--- src/rtl/mdio_cmd_engine.sv ---
module mdio_cmd_engine #(
  parameter int DIV_HALF = 2
) (
  input  logic        clk,
  input  logic        rst_n,
  input  logic        reg_wr,
  input  logic        reg_sel,
  input  logic [15:0] reg_wdata,
  output logic [15:0] reg_rdata,
  output logic        mdc,
  output logic        mdio_o,
  output logic        mdio_oe,
  input  logic        mdio_i
);
  localparam int CNT_W = $clog2(DIV_HALF + 1);
  localparam logic [CNT_W-1:0] CNT_LAST = CNT_W'(DIV_HALF - 1);
  localparam logic [5:0] TA_BIT = 6'd46;
  localparam logic [5:0] RD_BIT = 6'd48;

  logic             busy;
  logic             cmd_wr;
  logic [CNT_W-1:0] dcnt;
  logic [5:0]       bitcnt;
  logic [63:0]      sr;
  logic [15:0]      rx_q;
  logic [15:0]      data_q;
  logic [10:0]      cmd_q;

  wire launch = reg_wr && !reg_sel && !busy;
  wire tick   = busy && (dcnt == CNT_LAST);
  wire rise   = tick && !mdc;
  wire fall   = tick && mdc;
  wire last   = fall && (bitcnt == 6'd63);
  wire unused_ok = &{1'b0, reg_wdata[15:14], reg_wdata[7:5]};

  always_ff @(posedge clk or negedge rst_n) begin
    if (!rst_n) begin
      busy   <= 1'b0;
      cmd_wr <= 1'b0;
      dcnt   <= '0;
      mdc    <= 1'b0;
      bitcnt <= '0;
      sr     <= '0;
      rx_q   <= '0;
      cmd_q  <= '0;
    end else if (launch) begin
      busy   <= 1'b1;
      cmd_wr <= reg_wdata[13];
      dcnt   <= '0;
      mdc    <= 1'b0;
      bitcnt <= '0;
      cmd_q  <= {reg_wdata[13], reg_wdata[12:8], reg_wdata[4:0]};
      sr     <= {32'hFFFF_FFFF, 2'b01, reg_wdata[13] ? 2'b01 : 2'b10,
                 reg_wdata[12:8], reg_wdata[4:0], 2'b10, data_q};
    end else if (busy) begin
      dcnt <= tick ? '0 : dcnt + 1'b1;
      if (tick) mdc <= ~mdc;
      if (rise && bitcnt >= RD_BIT) rx_q <= {rx_q[14:0], mdio_i};
      if (fall) begin
        sr     <= {sr[62:0], 1'b0};
        bitcnt <= bitcnt + 1'b1;
      end
      if (last) busy <= 1'b0;
    end
  end

  always_ff @(posedge clk or negedge rst_n) begin
    if (!rst_n)                        data_q <= '0;
    else if (last && !cmd_wr)          data_q <= rx_q;
    else if (reg_wr && reg_sel && !busy) data_q <= reg_wdata;
  end

  assign mdio_o    = sr[63];
  assign mdio_oe   = busy && (cmd_wr || bitcnt < TA_BIT);
  assign reg_rdata = reg_sel ? data_q
                             : {~busy, 1'b0, cmd_q[10], cmd_q[9:5], 3'b000, cmd_q[4:0]};
endmodule

--- config.mk ---
export PLATFORM = sky130hd
export DESIGN_NAME = mdio_cmd_engine
export DESIGN_NICKNAME = d
export VERILOG_FILES = /design/src/rtl/mdio_cmd_engine.sv
export SDC_FILE = /design/constraint.sdc
export NUM_CORES = 1
export LEC_CHECK = 0
export BUFFER_PORTS_ARGS = -buffer_cell sky130_fd_sc_hd__buf_2
export CORE_UTILIZATION = 40
export CTS_CLUSTER_SIZE = 30
export DETAILED_ROUTE_END_ITERATION = 7
export SLEW_MARGIN = 10
export SYNTH_ARGS = -nofsm -noshare
export SYNTH_HDL_FRONTEND = slang
export SYNTH_SLANG_ARGS = --single-unit
--- constraint.sdc ---
create_clock -name clk -period 1.9 [get_ports clk]
set_input_delay 0.57 -clock clk [delete_from_list [all_inputs] [get_ports clk]]
set_output_delay 0.57 -clock clk [all_outputs]
set_load 0.05 [all_outputs]
# ---- Word-level counts from Yosys, hierarchy flattened
# Index checks and enable logic that the tools add are counted.
dict set report word_totals {
  ff_bits 118
  input_bits 21
  wordCells 60
}
dict set report op_classes {
  add_sub_neg 2
  order_cmp 2
  eq_ne 2
  n_mux 19
  n_bitwise 3
  n_reduce_logical 23
}
# cell count
set op_table {}
lappend op_table {{$mux W64} 3}
lappend op_table {{$mux W16} 3}
lappend op_table {{$mux W6} 3}
lappend op_table {{$logic_and A1 B1 Y1} 11}
lappend op_table {{$mux W2} 4}
lappend op_table {{$reduce_bool A2 Y1} 4}
lappend op_table {{$add A6 B1 Y6 const B} 1}
lappend op_table {{$eq A6 B6 Y1 const B} 1}
lappend op_table {{$ge A6 B6 Y1 const B} 1}
lappend op_table {{$lt A6 B6 Y1 const B} 1}
lappend op_table {{$mux W1} 6}
lappend op_table {{$logic_not A1 Y1} 4}
lappend op_table {{$reduce_and A2 Y1} 2}
lappend op_table {{$not A1 Y1} 3}
lappend op_table {{$reduce_and A3 Y1} 1}
lappend op_table {{$add A2 B1 Y2 const B} 1}
lappend op_table {{$eq A2 B1 Y1 const B} 1}
lappend op_table {{$logic_or A1 B1 Y1} 1}

# ---- Depth between registers and ports, before layout
# Gate-level depths: netlist of run 1.
dict set report logic_depth {
  ltp_word 7
  depth_mapped 6
  ltp_nobuf 4
}

# ---- Worst setup path after synthesis of run 1
# OpenSTA, ideal clock, no wires.
dict set report synth_timing {
  path_type {input-to-output}
  start {input port reg_sel}
  end {output port reg_rdata[15]}
  t_arrival_ns 1.957
  t_required_ns 1.330
  slack_ns -0.627
  stages 3
  path_buffers 2
  path_cell_list {buf_2 -> buf_1 -> mux2i_1}
}
dict set report synth_between {
  elab_chain_len 1
}
# item line
set synth_rtl {}
lappend synth_rtl {{start: declaration} 7} ;# input logic reg_sel,
lappend synth_rtl {{$mux W16} 75} ;# assign reg_rdata = reg_sel ? data_q
lappend synth_rtl {{end: declaration} 9} ;# output logic [15:0] reg_rdata,
# No other way between the ends.

# ---- Worst setup path after layout of run 1
dict set report layout_timing {
  start {register cmd_wr}
  end {output port mdio_oe}
}
dict set report layout_between {
  elab_chain_len 2
}
# item line
set layout_rtl {}
lappend layout_rtl {{start: declaration} 21} ;# logic cmd_wr;
lappend layout_rtl {{start signal: assignment} 48} ;# cmd_wr <= reg_wdata[13];
lappend layout_rtl {{$logic_or A1 B1 Y1} 74} ;# assign mdio_oe = busy && (cmd_wr || bitcnt < TA_BIT);
lappend layout_rtl {{$logic_and A1 B1 Y1} 74}
lappend layout_rtl {{end: declaration} 12} ;# output logic mdio_oe,
# No other way between the ends.

==> results of run 1 <==
-- cell usage after synthesis --
cell | n | area share
a21o_1 | 11 | 0.017
and4b_1 | 1 | 0.0020
nor2_1 | 3 | 0.0023
buf_6 | 2 | 0.0046
clkbuf_1 | 14 | 0.011
mux2i_1 | 4 | 0.0081
dfrtp_1 | 117 | 0.59
o31a_1 | 1 | 0.0018
ha_1 | 1 | 0.0025
o31ai_1 | 2 | 0.0030
a22o_1 | 2 | 0.0035
mux2_2 | 49 | 0.11
and2_1 | 14 | 0.018
nor3b_1 | 1 | 0.0015
nand4b_2 | 1 | 0.0030
a31oi_1 | 1 | 0.0013
o21ai_0 | 3 | 0.0030
o22ai_1 | 15 | 0.019
and3_1 | 1 | 0.0013
o22a_1 | 23 | 0.041
nor3_1 | 1 | 0.0010
inv_1 | 18 | 0.014
nor3_2 | 1 | 0.0020
xnor2_1 | 2 | 0.0035
a21oi_1 | 20 | 0.020
a21boi_0 | 1 | 0.0015
or3b_2 | 1 | 0.0018
or3_1 | 1 | 0.0013
nand2_1 | 35 | 0.027
or4_1 | 2 | 0.0030
a221o_1 | 10 | 0.020
mux2_4 | 10 | 0.030
nand3_1 | 15 | 0.015
buf_1 | 4 | 0.0030
nand3b_1 | 2 | 0.0030
buf_2 | 7 | 0.0071
-- area by class of cell --
type / count / area, um2
Clock buffer: 23 / 468
Clock inverter: 9 / 150
Fill cell: 1045 / 5750
Sequential cell: 117 / 2930
Timing Repair Buffer: 66 / 583
Multi-Input combinational cell: 234 / 1880
Tap cell: 147 / 184
Inverter: 18 / 67.6
-- layer usage --
layer	vias to the layer above	wire, um	global-route usage
met5	-	0	0
met4	0	118	0.0649
met3	10	276	0.0493
met2	40	5010	0.283
met1	1647	4550	0.218
li1	1536	-	-
-- worst max-delay path by stage --
stage	endpoint	slack, ns	cells past startpoint
2_1_floorplan	data_q[10]	0.005	5
3_3_place_gp	reg_rdata[8]	-0.11	4
3_5_place_dp	reg_rdata[15]	-0.13	4
4_1_cts	mdio_oe	-0.03	3
5_1_grt	mdio_oe	-0.05	2
6_report	mdio_oe	0.0002	2
-- state kept, by name (all words and copies together), names as in the netlist --
name    count
sr         64
data_q     16
rx_q       16
cmd_q      10
bitcnt      6
dcnt        2
busy        1
cmd_wr      1
mdc         1
-- worst max-delay path, stage by stage, from the launching register on --
cell     delay [ns]
dfrtp_2        0.44
o31a_1         0.32
buf_6          0.16
-- per-stage QoR --
stage	TNS (ns)	cell area, um2
final	0	6260
after CTS	-0.0336	6220
after detailed placement	-2.02	5520
after floorplan	0	5000
after global placement	-1.48	5520
after global routing	-0.0516	6260
-- logic make-up (layout without fill, tap and decap cells) --
family                   count (synthesis)  after routing  share of synthesized area
adder cells (fa/ha/maj)                  1              1                    0.00253
AND/OR/NAND/NOR                         79             79                     0.0817
XOR/XNOR                                 2              2                    0.00354
buffers and inverters                   45            116                     0.0390
flip-flops                             117            117                      0.592
AO/OA/AOI/OAI                           89             89                      0.131
multiplexers                            63             63                      0.150
-- power groups by stage --
stage          Sequential [mW]  Combinational, mW  Clock [mW]
6_report                  3.95               3.54        3.31
3_3_place_gp              3.98               3.23           0
3_5_place_dp              4.00               3.32           0
5_1_grt                   4.06               3.88        3.50
4_1_cts                   3.95               3.52        3.38
2_1_floorplan             3.89               2.45           0
-- timing repair --
action                                  4_1_cts  5_1_grt
resized for setup                            15       17
endpoints found under the setup margin       16       26
pin swaps                                     1        1
buffers inserted                              5        1
hold buffers                                  0        0
hold endpoints to repair                      0        0
==> impl_metrics.ini, run 1 <==
[setup_path]
crit_type = reg2out
r2r_start = bitcnt[1]
crit_path_end_kind = primary output
r2r_setup_slack_ns = 0.09
critPathLaunch = cmd_wr
critPathArrivalTime_ns = 1.33
crit_required_ns = 1.33
reg2reg_depth = 6
crit_fanout = 4
cp-start-kind = flip-flop
r2r_end = data_q[13]

[sta]
fin_crit_ns = 1.90
max_freq_mhz = 526
slew_viol_final = 0
layout_setup_ws_ns = 0.000248
worst_pin_slew_ns = 0.425
grt_setup_unrepaired = true
fin_crit_sh = 1.00
setup-violations-final = 0
fin_skew_ns = 0.00742
hold_violations = 0
relSlewSlack = 0.717
whs_ns = 0.108

[drt]
drt_iter0_drc = 168
via_per_inst = 5.27
vias = 3233
drc = 0
routedWlPerCell_um = 16.2
ant_nets = 0
dr.pass1.iters = 4
totalWireLength_mm = 9.95

[hold_path]
hold_class = in2async

[die]
die_w_um = 113
die-area_um2 = 12800
die_h_um = 113
num_rows = 40
start_util = 0.412
io-pin-count = 40
core-area_um2 = 12000

[power_and_ir_drop]
seqPwrFrac = 0.366
power_density_nw_per_um2 = 1720
internal-power_mw = 7.29
ir_drop_uv = 760
p_switching_mw = 3.51
p_clk_frac = 0.306
power_leakage_nw = 3.04
total_power_mw = 10.8
p_sw_frac = 0.325
power_frac_comb = 0.328

[global_route]
overflow = 0
grt_pass1_vias = 3352
antenna_found_initial = 0
grt_usage = 0.173
grt_pass1_wl_mm = 17.0
grt_max_degree = 46

[cts]
cts_buffers = 17
cts_tree = yes
cts_root_buf = clkbuf_16
h-tree-depth = 4
clock_latency_ns = 0.40
numClockSinks = 117
cts_buffer_depth = 2
path_clk_slew_ns = 0.05

[cells_and_area]
drive_above_1_share = 0.347
final_nets = 476
layout_commonest_cell = dfrtp_1
utilization = 0.521
final_cell_mix = dfrtp_1 (115), mux2_2 (43), nand2_1 (35), buf_2 (25)
final_cells = 614
insertedDiodeCount = 0
areaGrowthSynthToFinish_pct = 26.6

[placed_design]
pre_cts_ws_ns = -0.127
dp_hpwl_mm = 6.51
dp_cells = 576
gp_congestion = 0.821
io_buffers = 39

[logic_synthesis]
synth_area_um2 = 4940
synth.avg_cell_area_um2 = 12.5
synth_cell_types = 36
synthCells = 396
synthesis.nets = 418
synth_seq_cells = 117
seq_area_frac_synth = 0.592
yosys_warnings = 0

[status]
status = completed

[flow_run]
maxCapViolations = 0
Power figures use the tool's default switching activity.
==> inputs of run 2 (changes only) <==
--- a/config.mk
+++ b/config.mk
@@ -6,9 +6,12 @@
 export NUM_CORES = 1
 export LEC_CHECK = 0
 export BUFFER_PORTS_ARGS = -buffer_cell sky130_fd_sc_hd__buf_2
+export CELL_PAD_IN_SITES_DETAIL_PLACEMENT = 1
+export CELL_PAD_IN_SITES_GLOBAL_PLACEMENT = 1
 export CORE_UTILIZATION = 40
 export CTS_CLUSTER_SIZE = 30
 export DETAILED_ROUTE_END_ITERATION = 7
+export PLACE_DENSITY_LB_ADDON = 0.1
 export SLEW_MARGIN = 10
 export SYNTH_ARGS = -nofsm -noshare
 export SYNTH_HDL_FRONTEND = slang
==> impl_metrics.ini, run 2 (synthesized netlist as in run 1, its figures left out) <==
[status]
status = complete, but fails checks
violations = setup timing

[sta]
layout_setup_ws_ns = -0.0539
hold_violations = 0
fin_crit_sh = 1.03
fin_setup_tns_ns = -0.0539
slew_viol_final = 0
grt_setup_unrepaired = true
fin_skew_ns = 0.00694
worst_pin_slew_ns = 0.506
fin_crit_ns = 1.95
max_freq_mhz = 512
setup-violations-final = 1
relSlewSlack = 0.662

[drt]
drc = 0
vias = 3329
totalWireLength_mm = 11.2
routedWlPerCell_um = 18.1
dr_wl_met3_um = 272
highest-signal-layer = met4
drt_iter0_drc = 128
via_per_inst = 5.38
m1WireLength_mm = 5.12
dr.pass1.iters = 5
dr_wl_met2_mm = 5.66
ant_nets = 0

[placed_design]
dp_hpwl_mm = 7.03
gp_congestion = 0.746
io_buffers = 39
detailed_place.area_um2 = 5570

[setup_path]
cp-start-kind = flip-flop
r2r_setup_slack_ns = 0.04
r2r_start = bitcnt[1]
critPathArrivalTime_ns = 1.38
crit_fanout = 2
reg2reg_depth = 6
crit_required_ns = 1.33
r2r_end = data_q[8]
crit_path_end_kind = primary output
crit_type = reg2out

[die]
num_rows = 40
die-area_um2 = 12800
io-pin-count = 40
core-area_um2 = 12000
die_w_um = 113
die_h_um = 113
start_util = 0.412

[cells_and_area]
final_area_um2 = 6320
largest_register_ffs = 64
final_cell_mix = dfrtp_1 (115), mux2_2 (41), nand2_1 (35), buf_4 (30)
drive_above_1_share = 0.358
largestRegisters = sr (64), data_q (16), rx_q (16)
utilization = 0.526
layout_commonest_cell = dfrtp_1
final_nets = 484
insertedDiodeCount = 0
regMostFlops = sr
areaGrowthSynthToFinish_pct = 27.8

[cts]
cts_buffers = 17
numClockSinks = 117
h-tree-depth = 4
path_clk_slew_ns = 0.05
cts_tree = yes
cts_buffer_depth = 2
cts_root_buf = clkbuf_16
clock_latency_ns = 0.41

[power_and_ir_drop]
power_leakage_nw = 3.07
ir_drop_uv = 883
total_power_mw = 10.7
power_density_nw_per_um2 = 1690

[global_route]
grt_pass1_vias = 3675
antenna_found_initial = 0
grt_max_degree = 34
grt_pass1_wl_mm = 19.1
overflow = 0
grt_usage = 0.197

[hold_path]
hold_class = in2async

[flow_run]
maxCapViolations = 0
[run 2: cell count changes in the layout (fill, tap and decap cells not counted), sizes merged]
cell / previous run / this run
buf: 66 / 74
bufinv: 4 / 2
clkinvlp: 2 / 0
clkbuf: 23 / 24
[run 2: final cells by class]
class	instances	area (um2)
flip-flops and latches	117	2930
inverters	18	67.6
clock buffers	24	482
clock inverters	5	75.1
multi-input cells	234	1910
well taps	147	184
fillers	1234	5690
repair buffers	74	667
[run 2: what timing repair did]
| item | CTS | global route |
|---|---|---|
| gates resized for setup | 23 | 21 |
| pin swaps | 2 | 1 |
| endpoints found under the hold margin | 0 | 0 |
| hold buffers | 0 | 0 |
| setup buffers | 6 | 1 |
| endpoints found under the setup margin | 13 | 32 |
[run 2: how the worst max path moves through the flow]
stage                       endpoint  startpoint  depth (start not counted)
after floorplan           data_q[10]         mdc                          5
after global placement        sr[12]     reg_sel                          6
after detailed placement      sr[12]     reg_sel                          6
after CTS                    mdio_oe   bitcnt[1]                          4
after global routing         mdio_oe   bitcnt[1]                          4
final                        mdio_oe   bitcnt[1]                          4
[run 2: layer usage]
metal	global-route usage	vias up
met5	0	-
met4	0.0553	0
met3	0.0616	11
met2	0.328	37
met1	0.248	1735
li1	-	1546
[run 2: worst max-delay path, stage by stage, from the launching register on]
cell and delay, ns:
dfrtp_1 0.38, buf_6 0.13, a31oi_4 0.12, o31a_1 0.18, buf_6 0.17
[run 2: through the flow]
step	setup slack (ns)	hold WS, ns	instances
final	-0.0539	0.117	619
after global routing	-0.112	0.135	619
after CTS	-0.116	0.125	618
after detailed placement	-0.114	0.470	583
after global placement	-0.102	0.461	583
after floorplan	0.00522	0.274	396
[run 2: power breakdown]
group          switching [mW]  internal [mW]  total, mW
combinational            1.96           1.72       3.68
clock                    1.04           2.00       3.04
sequential              0.591           3.38       3.97
total                    3.60           7.10       10.7
==> inputs of run 3 (changes only) <==
--- a/config.mk
+++ b/config.mk
@@ -9,6 +9,7 @@
 export CELL_PAD_IN_SITES_DETAIL_PLACEMENT = 1
 export CELL_PAD_IN_SITES_GLOBAL_PLACEMENT = 1
 export CORE_UTILIZATION = 40
+export CTS_BUF_LIST = sky130_fd_sc_hd__clkbuf_8
 export CTS_CLUSTER_SIZE = 30
 export DETAILED_ROUTE_END_ITERATION = 7
 export PLACE_DENSITY_LB_ADDON = 0.1
@@ -16,3 +17,4 @@
 export SYNTH_ARGS = -nofsm -noshare
 export SYNTH_HDL_FRONTEND = slang
 export SYNTH_SLANG_ARGS = --single-unit
+export TNS_END_PERCENT = 20
==> impl_metrics.ini, run 3 (synthesized netlist as in run 1, its figures left out) <==
[global_route]
overflow = 0
grt_pass1_vias = 3633
grt_max_degree = 40
antenna_found_initial = 1
grt_usage = 0.198
grt_pass1_wl_mm = 19.0

[cts]
cts_root_buf = clkbuf_8
numClockSinks = 117
h-tree-depth = 4
clock_latency_ns = 0.44
cts_tree = yes
path_clk_slew_ns = 0.06
cts_buffers = 17
cts_buffer_depth = 2

[sta]
max_freq_mhz = 523
worst_pin_slew_ns = 0.329
layout_setup_ws_ns = -0.0118
fin_skew_ns = 0.0134
grt_setup_unrepaired = true
relSlewSlack = 0.781
fin_crit_sh = 1.01
setup-violations-final = 2
slew_viol_final = 0
fin_setup_tns_ns = -0.0183
fin_crit_ns = 1.91
hold_violations = 0

[placed_design]
io_buffers = 39
gp_congestion = 0.718
detailed_place.area_um2 = 5570
dp_hpwl_mm = 7.24

[cells_and_area]
largestRegisters = sr (64), data_q (16), rx_q (16)
final_nets = 486
drive_above_1_share = 0.367
insertedDiodeCount = 0
final_area_um2 = 6230
layout_commonest_cell = dfrtp_1
regMostFlops = sr
areaGrowthSynthToFinish_pct = 25.9
largest_register_ffs = 64
final_cell_mix = dfrtp_1 (115), mux2_2 (44), nand2_1 (35), buf_2 (24)

[die]
num_rows = 40
die_w_um = 113
io-pin-count = 40
start_util = 0.412
die-area_um2 = 12800
die_h_um = 113
core-area_um2 = 12000

[drt]
dr.pass1.iters = 4
drt_iter0_drc = 104
drc = 0
routedWlPerCell_um = 18.0
vias = 3315
totalWireLength_mm = 11.2
ant_nets = 0
via_per_inst = 5.31

[setup_path]
r2r_setup_slack_ns = 0.09
crit_required_ns = 1.33
cp-start-kind = flip-flop
crit_type = reg2out
crit_fanout = 4
reg2reg_depth = 6
crit_end = mdio_oe
r2r_end = sr[7]
crit_path_end_kind = primary output
r2r_start = busy
critPathArrivalTime_ns = 1.34
critPathLaunch = cmd_wr

[hold_path]
hold_class = in2reg

[power_and_ir_drop]
ir_drop_uv = 784
power_leakage_nw = 3.04
power_density_nw_per_um2 = 1610

[status]
status = complete, but fails checks
violations = setup timing

[flow_run]
maxCapViolations = 0
==> run 3: critical path, stage by stage (launching register included) <==
cell and delay [ns]:
dfrtp_2 0.45, o31a_1 0.31, buf_6 0.16
==> run 3: power breakdown <==
group	leakage [nW]	switching (mW)	internal [mW]
sequential	1.42	0.551	3.38
combinational	1.41	2.00	1.76
clock	0.220	0.966	1.38
==> run 3: metrics by stage <==
stage | hold slack (ns) | setup slack [ns] | power [mW] | utilization | cells
2_1_floorplan | 0.274 | -0.0107 | 6.32 | - | 396
3_3_place_gp | 0.458 | -0.0800 | 7.29 | 0.464 | 582
3_5_place_dp | 0.460 | -0.0920 | 7.44 | 0.464 | 582
4_1_cts | 0.337 | -0.0647 | 10.1 | 0.512 | 622
5_1_grt | 0.341 | -0.0877 | 10.7 | 0.518 | 624
6_report | 0.372 | -0.0118 | 10.0 | 0.518 | 624
==> run 3: worst min path at each step <==
stage	start	to	slack, ns	cells past startpoint
finish	mdio_i	rx_q[0]	0.37	2
global route	mdio_i	rx_q[0]	0.34	2
CTS	mdio_i	rx_q[0]	0.34	2
detailed placement	rst_n	sr[37]	0.46	1
global placement	rst_n	sr[39]	0.46	1
floorplan	rst_n	bitcnt[0]	0.27	0
==> run 3: area by class of cell <==
| type | count | area, um2 |
|---|---|---|
| Multi-Input combinational cell | 234 | 1890 |
| Sequential cell | 117 | 2930 |
| Timing Repair Buffer | 76 | 743 |
| Inverter | 18 | 67.6 |
| Clock buffer | 20 | 275 |
| Fill cell | 1260 | 5780 |
| Tap cell | 147 | 184 |
| Clock inverter | 12 | 135 |
==> run 3: routing by layer <==
| metal | global-route usage | vias to the layer above | wire [um] |
|---|---|---|---|
| met5 | 0 | - | 0 |
| met4 | 0.0789 | 0 | 126 |
| met3 | 0.0552 | 9 | 342 |
| met2 | 0.332 | 45 | 5710 |
| met1 | 0.242 | 1708 | 5060 |
| li1 | - | 1553 | - |
==> run 3: what timing repair did <==
action	CTS	global route
gates cloned	1	1
setup endpoints to repair	13	23
hold buffers	1	0
setup buffers	8	1
resized for setup	30	8
pin swaps	2	2
hold endpoints to repair	13	0
